**src/rtl/deadtime_pkg.sv**
```systemverilog
package deadtime_pkg;
   typedef enum logic {
      DIR_FALL = 1'b0,
      DIR_RISE = 1'b1
   } edge_dir_e;

   typedef struct packed {
      logic      valid;
      edge_dir_e dir;
   } edge_evt_t;
endpackage

```
**src/rtl/deadtime_edge_det.sv**
```systemverilog
module deadtime_edge_det
   import deadtime_pkg::*;
#(
   parameter int SYNC_STAGES = 0
) (
   input  logic      clk,
   input  logic      rst_n,
   input  logic      enable,
   input  logic      src_i,
   output logic      lvl_o,
   output edge_evt_t evt_o
);
   logic prev_q;

   generate
      if (SYNC_STAGES < 0) begin : g_bad
         $error("SYNC_STAGES must not be negative");
      end else if (SYNC_STAGES == 0) begin : g_direct
         assign lvl_o = src_i;
      end else begin : g_sync
         logic [SYNC_STAGES-1:0] chain_q;
         always_ff @(posedge clk or negedge rst_n) begin
            if (!rst_n) chain_q <= '0;
            else if (SYNC_STAGES == 1) chain_q <= src_i;
            else chain_q <= {chain_q[SYNC_STAGES-2:0], src_i} ;
         end
         assign lvl_o = chain_q[SYNC_STAGES-1];
      end
   endgenerate

   // previous level always tracks, so enabling never creates a false edge
   always_ff @(posedge clk or negedge rst_n) begin
      if (!rst_n) prev_q <= 1'b0;
      else        prev_q <= lvl_o;
   end

   always_comb begin
      evt_o.valid = enable && (lvl_o != prev_q);
      evt_o.dir   = lvl_o ? DIR_RISE : DIR_FALL;
   end
endmodule

```
**src/rtl/deadtime_counter.sv**
```systemverilog
module deadtime_counter
   import deadtime_pkg::*;
#(
   parameter int CNT_W = 16
) (
   input  logic             clk,
   input  logic             rst_n,
   input  logic             enable,
   input  logic             clear,
   input  edge_evt_t        evt_i,
   input  logic [CNT_W-1:0] load_i,
   output edge_evt_t        fire_o
);
   localparam logic [CNT_W-1:0] ZERO = '0;

   logic [CNT_W-1:0] cnt_q;
   logic             busy_q;
   edge_dir_e        dir_q;

   generate
      if (CNT_W < 1 || CNT_W > 32) begin : g_bad_w
         $error("CNT_W must be in 1..32");
      end
   endgenerate

   // expiry loses to a new edge and to clear in the same cycle
   always_comb begin
      fire_o.valid = enable && !clear && !evt_i.valid && busy_q && (cnt_q == ZERO);
      fire_o.dir   = dir_q;
   end

   always_ff @(posedge clk or negedge rst_n) begin
      if (!rst_n) begin
         cnt_q  <= ZERO;
         busy_q <= 1'b0;
         dir_q  <= DIR_FALL;
      end else if (!enable || clear) begin
         cnt_q  <= ZERO;
         busy_q <= 1'b0;
      end else if (evt_i.valid) begin
         cnt_q  <= load_i;
         busy_q <= 1'b1;
         dir_q  <= evt_i.dir;
      end else if (busy_q) begin
         if (cnt_q == ZERO) busy_q <= 1'b0;
         else               cnt_q  <= cnt_q - 1'b1;
      end
   end

   // each edge reloads the counter
   p_reload_r3: assert property (@(posedge clk) disable iff (!rst_n)
      (enable && !clear && evt_i.valid) |=> (busy_q && cnt_q == $past(load_i)));

   // a running count steps down by one when undisturbed
   p_step_r3: assert property (@(posedge clk) disable iff (!rst_n)
      (enable && !clear && !evt_i.valid && busy_q && cnt_q != ZERO)
      |=> (cnt_q == $past(cnt_q) - 1'b1));

   // disabled counter goes idle
   p_idle_r9: assert property (@(posedge clk) disable iff (!rst_n)
      !enable |=> !busy_q);
endmodule

```
**src/rtl/deadtime_pair_ctrl.sv**
```systemverilog
module deadtime_pair_ctrl
   import deadtime_pkg::*;
(
   input  logic      clk,
   input  logic      rst_n,
   input  logic      enable,
   input  logic      enter,
   input  logic      lvl_i,
   input  edge_evt_t evt_i,
   input  edge_evt_t fire_i,
   output logic      lead_o,
   output logic      lag_o
);
   always_ff @(posedge clk or negedge rst_n) begin
      if (!rst_n) begin
         lead_o <= 1'b0;
         lag_o  <= 1'b0;
      end else if (!enable) begin
         lead_o <= 1'b0;
         lag_o  <= 1'b0;
      end else if (enter) begin
         lead_o <= lvl_i;
         lag_o  <= !lvl_i;
      end else if (evt_i.valid) begin
         if (evt_i.dir == DIR_RISE) lag_o  <= 1'b0;
         else                       lead_o <= 1'b0;
      end else if (fire_i.valid) begin
         if (fire_i.dir == DIR_RISE) lead_o <= 1'b1;
         else                        lag_o  <= 1'b1;
      end
   end

   // never both active
   p_no_overlap_r5: assert property (@(posedge clk) disable iff (!rst_n)
      !(lead_o && lag_o));

   // rising edge releases lag output at once
   p_rise_release_r1: assert property (@(posedge clk) disable iff (!rst_n)
      (enable && !enter && evt_i.valid && evt_i.dir == DIR_RISE) |=> !lag_o);

   // falling edge releases lead output at once
   p_fall_release_r2: assert property (@(posedge clk) disable iff (!rst_n)
      (enable && !enter && evt_i.valid && evt_i.dir == DIR_FALL) |=> !lead_o);

   // entry presets from the source level
   p_enter_preset_r8: assert property (@(posedge clk) disable iff (!rst_n)
      (enable && enter) |=> (lead_o == $past(lvl_i) && lag_o == !$past(lvl_i)));

   // disabled holds both inactive
   p_disabled_r9: assert property (@(posedge clk) disable iff (!rst_n)
      !enable |=> (!lead_o && !lag_o));
endmodule

```
**src/rtl/deadtime_pair.sv**
```systemverilog
module deadtime_pair
   import deadtime_pkg::*;
#(
   parameter int CNT_W       = 16,
   parameter int SYNC_STAGES = 0
) (
   input  logic             clk,
   input  logic             rst_n,
   input  logic             enable,
   input  logic             src,
   input  logic             enter,
   input  logic [CNT_W-1:0] dead_cycles,
   input  logic             invert,
   output logic             drv_lead,
   output logic             drv_lag
);
   logic      lvl;
   edge_evt_t evt;
   edge_evt_t fire;
   logic      lead_n;
   logic      lag_n;

   deadtime_edge_det #(.SYNC_STAGES(SYNC_STAGES)) u_edge (
      .clk    (clk),
      .rst_n  (rst_n),
      .enable (enable),
      .src_i  (src),
      .lvl_o  (lvl),
      .evt_o  (evt)
   );

   deadtime_counter #(.CNT_W(CNT_W)) u_cnt (
      .clk    (clk),
      .rst_n  (rst_n),
      .enable (enable),
      .clear  (enter),
      .evt_i  (evt),
      .load_i (dead_cycles),
      .fire_o (fire)
   );

   deadtime_pair_ctrl u_ctrl (
      .clk    (clk),
      .rst_n  (rst_n),
      .enable (enable),
      .enter  (enter),
      .lvl_i  (lvl),
      .evt_i  (evt),
      .fire_i (fire),
      .lead_o (lead_n),
      .lag_o  (lag_n)
   );

   // polarity applied at the pins
   assign drv_lead = lead_n ^ invert;
   assign drv_lag  = lag_n ^ invert;
endmodule

```
**config.mk**
```make
export PLATFORM = sky130hd
export DESIGN_NAME = deadtime_pair
export DESIGN_NICKNAME = d
export VERILOG_FILES = /design/src/rtl/deadtime_pkg.sv /design/src/rtl/deadtime_edge_det.sv /design/src/rtl/deadtime_counter.sv /design/src/rtl/deadtime_pair_ctrl.sv /design/src/rtl/deadtime_pair.sv
export SDC_FILE = /design/constraint.sdc
export NUM_CORES = 1
export LEC_CHECK = 0
export ABC_AREA = 1
export BUFFER_PORTS_ARGS = -buffer_cell sky130_fd_sc_hd__buf_2
export CAP_MARGIN = 20
export CORE_ASPECT_RATIO = 1.1
export CORE_UTILIZATION = 56
export DETAILED_ROUTE_END_ITERATION = 6
export PLACE_DENSITY = 0.87
export SETUP_SLACK_MARGIN = 0.2
export SLEW_MARGIN = 20
export SYNTH_ARGS = -nofsm -noshare
export SYNTH_HDL_FRONTEND = slang
export SYNTH_SLANG_ARGS = --single-unit
```
**constraint.sdc**
```tcl
create_clock -name clk -period 1.7 [get_ports clk]
set_clock_uncertainty 0.1 [all_clocks]
set_input_delay 0 -clock clk [delete_from_list [all_inputs] [get_ports clk]]
set_output_delay 0 -clock clk [all_outputs]
set_load 0.01 [all_outputs]
```
# [After elaboration in Yosys (flattened, before gate mapping)]
# Cells that the tools add are included.
[totals] ff_bits=21 latchBits=0 ramBits=0 romBits=0 inputBits=22 out_inout_bits=2 mem_count=0
[classes] n_addsub=1 mul=0 n_div=0 order_cmp=0 eq_ne=7 shifts=0 mux=21 n_bitwise=3 n_reduce_logical=16
[ops] cell="$mux 16" count=4
[ops] cell="$mux 1" count=17
[ops] cell="$logic_not 16->1" count=1
[ops] cell="$sub 16x1->16 const B" count=1
[ops] cell="$ne 4x1->1 const B" count=2
[ops] cell="$ne 4x4->1 const B" count=2
[ops] cell="$reduce_and 3->1" count=2
[ops] cell="$logic_and 1x1->1" count=5
[ops] cell="$logic_not 1->1" count=4
[ops] cell="$ne 4x3->1 const B" count=1
[ops] cell="$reduce_and 2->1" count=2
[ops] cell="$ne 3x1->1 const B" count=1
[ops] cell="$reduce_bool 3->1" count=1
[ops] cell="$xor 1x1->1" count=2
[ops] cell="$logic_or 1x1->1" count=1
[ops] cell="$ne 1x1->1" count=1
[ops] cell="$not 1->1" count=1

# [Longest topological paths before layout]
[logic_depth] word_depth=10 depth_mapped=11 mapped_depth_nobuf=11

# [Hierarchy]
# A second synthesis with hierarchy kept.
[hier_totals] cells_unflattened=245 area_unflattened_um2=1597.8
[by_module_without_submodules] module="deadtime_counter" instances=1 cells_per_inst=197 area_per_inst_um2=1327.5 seq_area_each_um2=450.4
[by_module_without_submodules] module="deadtime_pair_ctrl" instances=1 cells_per_inst=32 area_per_inst_um2=181.4 seq_area_each_um2=50.0
[by_module_without_submodules] module="deadtime_edge_det" instances=1 cells_per_inst=7 area_per_inst_um2=55.1 seq_area_each_um2=25.0
[by_module_without_submodules] module="deadtime_pair" instances=1 cells_per_inst=9 area_per_inst_um2=33.8 seq_area_each_um2=0.0

# [Least setup slack after synthesis]
# No wires, ideal clock.
[synth_path] kind="flip-flop to flip-flop" from="register u_cnt.cnt_q[0]" to="register u_cnt.cnt_q[11]" t_arrival_ns=1.307 required_ns=1.476 slack_ns=0.169 path_stages_with_launch=11 cell_sequence="dfrtp_1 -> inv_1 -> ha_1 -> nand2_2 -> nor2_4 -> nand2_4 -> nand2_4 -> nand2_2 -> buf_6 -> o21ai_0 -> nand2_1"
[synth_via] elab_chain_len=5 elab_cells_between_ends=8
[synth_rtl] element="start: declaration" line="deadtime_counter.sv:16" source="logic [CNT_W-1:0] cnt_q;"
[synth_rtl] element="start signal: assignment" line="deadtime_counter.sv:41" source="cnt_q <= load_i;"
[synth_rtl] element="start signal: assignment" line="deadtime_counter.sv:46" source="else cnt_q <= cnt_q - 1'b1;"
[synth_rtl] element="$sub 16x1->16" line="deadtime_counter.sv:46"
[synth_rtl] element="$mux 16" line="deadtime_counter.sv:45" source="if (cnt_q == ZERO) busy_q <= 1'b0;"
[synth_rtl] element="$mux 16" line="deadtime_counter.sv:44" source="end else if (busy_q) begin"
[synth_rtl] element="$mux 16" line="deadtime_counter.sv:40" source="end else if (evt_i.valid) begin"
[synth_rtl] element="$mux 16" line="deadtime_counter.sv:37" source="end else if (!enable || clear) begin"
# Parallel ways exist; a longest one is shown, timed or not. The select of a mux whose other input is x is not followed.
# A chain may end at the register's enable or synchronous reset.

# [Worst setup path in the final report]
[layout_path] from="register u_cnt.cnt_q[2]" to="register u_cnt.cnt_q[11]"
# Same word-level chain as after synthesis.

==> results.sh <==
export IMPL_clk_latency_ns=0.33
export IMPL_antenna_cells=0
export IMPL_status="finished with violations"
export IMPL_h_tree_depth=1
export IMPL_slowest_stage="dfrtp_1"
export IMPL_hold_viol_final=0
export IMPL_synth_edf_count=0
export IMPL_core_rowCount=19
export IMPL_cts_inserted_buffers=3
export IMPL_grt_overflow=0
export IMPL_synth_seq_area_share_pct=34.77
export IMPL_drv_cap=0
export IMPL_postLayoutSetupSlackWorst_ns=-0.03380
export IMPL_timing_fmax_mhz=576.8
export IMPL_design_core_area_mm2=0.002520
export IMPL_p_sw_mw=0.6169
export IMPL_yosysUniqueCellTypes=26
export IMPL_grt_start_max_net_pins=22
export IMPL_drive_above_1_share_pct=33.79
export IMPL_critical_path_required_ns=1.81
export IMPL_initial_core_util_pct=59.98
export IMPL_synth_area_mm2=0.001511
export IMPL_dieArea_mm2=0.002911
export IMPL_ys_ff_latch=21
export IMPL_clk_pin_slew_ns=0.15
export IMPL_wl_per_cell_um=16.02
export IMPL_clock_power_share_pct=18.2
export IMPL_dr_pass1_iters=6
export IMPL_worst_slew_pin_slew_ns=0.4966
export IMPL_cp_slowest_stage_delay_ns=0.43
export IMPL_comb_power_share_pct=43.4
export IMPL_synth_area_leaders="dfrtp_1, nand2_1, nand3_1, nor2_1, inv_1"
export IMPL_cts_root_buf="clkbuf_4"
export IMPL_synth_top_flop_cell="dfrtp_1"
export IMPL_slew_violations=0
export IMPL_p_leak_nw=1.160
export IMPL_endpoint_kind="flop"
export IMPL_powerDensity_mw_per_mm2=691.1
export IMPL_rsz0062_at_grt="yes"
export IMPL_num_vias=1883
export IMPL_swShare_pct=41.24
export IMPL_io_pins=24
export IMPL_pwr_share_seq_pct=38.4
export IMPL_setup_viol=3
export IMPL_path_buf_inv=1
export IMPL_antenna_found_initial=0
export IMPL_worstSetupPathType="flop to flop"
export IMPL_peakVddDrop_v=0.0006517
export IMPL_fin_nets=317
export IMPL_synthArstFlopShare_pct=100.0
export IMPL_timing_slew_headroom_pct=66.89
export IMPL_ant_nets=0
export IMPL_critical_path_arrival_ns=1.84
export IMPL_fill_cells=139
export IMPL_avgSynthCellArea_um2=6.515
export IMPL_p_int_mw=0.8789
export IMPL_grt_pass1_vias=1703
export IMPL_final_util_pct=85.90
export IMPL_syn_to_final_growth_pct=43.21
export IMPL_violations="negative setup slack"
export IMPL_cts_tree="built"
export IMPL_netlist_area_leader_share_pct=34.77
export IMPL_yosys_top_cells_count="nand2_1, nor2_1, inv_1"
export IMPL_clock_sinks=21
export IMPL_hp_class="primary input to async pin"
export IMPL_critPathMaxFanout=12
export IMPL_dp_slack_ns=0.06787
export IMPL_die_h_um=56.49
export IMPL_die_x_um=51.54
export IMPL_drt_total_wl_mm=5.189
export IMPL_avgViaCountPerCell=5.812
export IMPL_hpwl_mm=2.698
export IMPL_grt_usage_pct=33.63
export IMPL_startpoint_type="flop"
export IMPL_cp_top_family="simple AND/OR/NAND/NOR gates"
export IMPL_cp_cell_sequence="buf_4 -> nor2_4 -> nand2_4 -> nor2_4 -> nand2_4 -> nand2_8 -> nand2_4 -> o21ai_0 -> nand2_1"
export IMPL_synth_area_leader_cell="dfrtp_1"
export IMPL_ys_warn_count=0
export IMPL_postSynthCellCount=232
export IMPL_cts_buffer_depth=2
export IMPL_fin_crit_sh_pct=102.0
export IMPL_synth_nets=255
export IMPL_io_buffers=23
export IMPL_gp_congestion=0.8795
export IMPL_yosysMostFrequentCell="nand2_1"
export IMPL_fin_crit_ns=1.734
export IMPL_cpMostUsedCell="nand2_4"
export IMPL_grt_pass1_wl_mm=7.307
export IMPL_dr_first_iter_drc_count=152
export IMPL_remaining_drc_errors=0
[repair_timing]
action / 4_1_cts / 5_1_grt
hold endpoints to repair: 41 / 0
hold buffers: 21 / 0
endpoints found under the setup margin: 18 / 19
buffers inserted: 7 / 3
pin swaps: 9 / 13
gates resized for setup: 17 / 30
[layout by cell type (no fill, tap or decap), types with 10 or more instances in the layout]
cell type and instances:
dlygate4sd3_1 21, buf_4 15, nor2_2 10, nand2_1 75, dfrtp_1 20, nand2_2 13, nor2_1 15, buf_2 23
inv_1 18, o21ai_0 11, nand3_1 18
[worst register-to-register path: stages, from the launching register on]
cell and delay (ns):
dfrtp_1 0.43, buf_4 0.16, nor2_4 0.13, nand2_4 0.08, nor2_4 0.16, nand2_4 0.09
nand2_8 0.10, nand2_4 0.12, o21ai_0 0.13, nand2_1 0.10
[flip-flops by register name, indices dropped and copies added (netlist names)]
| register | count |
|---|---|
| u_cnt.cnt_q | 16 |
| u_cnt.dir_q | 1 |
| u_ctrl.lead_o | 1 |
| u_edge.prev_q | 1 |
| u_ctrl.lag_o | 1 |
| u_cnt.busy_q | 1 |
[cell type report]
| class | instances | area (µm²) | area share [%] |
|---|---|---|---|
| tap | 31 | 38.79 | 1.792 |
| timing repair buffer | 61 | 460.4 | 21.27 |
| inverter | 27 | 105.1 | 4.855 |
| clock inverter | 1 | 5.005 | 0.2312 |
| clock buffer | 3 | 22.52 | 1.040 |
| sequential | 21 | 526.8 | 24.34 |
| multi-input combinational | 180 | 1006 | 46.47 |
[worst paths after layout]
kind / start / to / slack (ns) / cells past startpoint
worst max-delay path: u_cnt.cnt_q[2] / u_cnt.cnt_q[11] / -0.03 / 9
worst min-delay path: rst_n / u_cnt.cnt_q[14] / 0.04 / 2
worst max register to register: u_cnt.cnt_q[2] / u_cnt.cnt_q[11] / -0.03 / 9
worst min register to register: u_ctrl.lag_o / u_ctrl.lag_o / 0.40 / 2
max in group asynchronous: rst_n / u_cnt.cnt_q[3] / 1.11 / 2
min in group clk: src / u_ctrl.lag_o / 0.07 / 7
[cell families after synthesis]
kind of cell,after synthesis,synth area share (%)
and+or+nand+nor,152,44.37
AOI/OAI and AO/OA,25,10.02
buffers and inverters,31,8.857
adders and majority gates,1,0.8277
DFF,21,34.77
xor gates and xnor gates,2,1.159
[stage by stage]
stage	power [mW]	hold slack [ns]	setup TNS (ns)	area, µm²	std cells
floorplan	0.9091	-0.3956	0	1524	232
global placement	1.026	-0.1074	0	1698	289
detailed placement	1.036	-0.1036	0	1698	289
CTS	1.378	0.06524	0	2042	321
global route	1.572	0.09051	-0.1372	2165	324
finish	1.496	0.03718	-0.07711	2165	324
[layer usage]
metal  global-route usage [%]  vias to the layer above  routed length (µm)
met4                    12.74                        0                 312
li1                         -                      859                   -
met1                    41.57                      833                1902
met5                        0                        -                   0
met3                    2.981                       51                 393
met2                    59.18                      140                2580
[power groups by stage]
| stage | sequential (mW) | combinational [mW] | clock (mW) |
|---|---|---|---|
| after floorplan | 0.566 | 0.343 | 0 |
| after CTS | 0.565 | 0.558 | 0.255 |
| final | 0.574 | 0.649 | 0.273 |
| after detailed placement | 0.572 | 0.464 | 0 |
| after global routing | 0.576 | 0.709 | 0.288 |
| after global placement | 0.570 | 0.456 | 0 |
No activity file was read; power rests on OpenSTA's default activity.
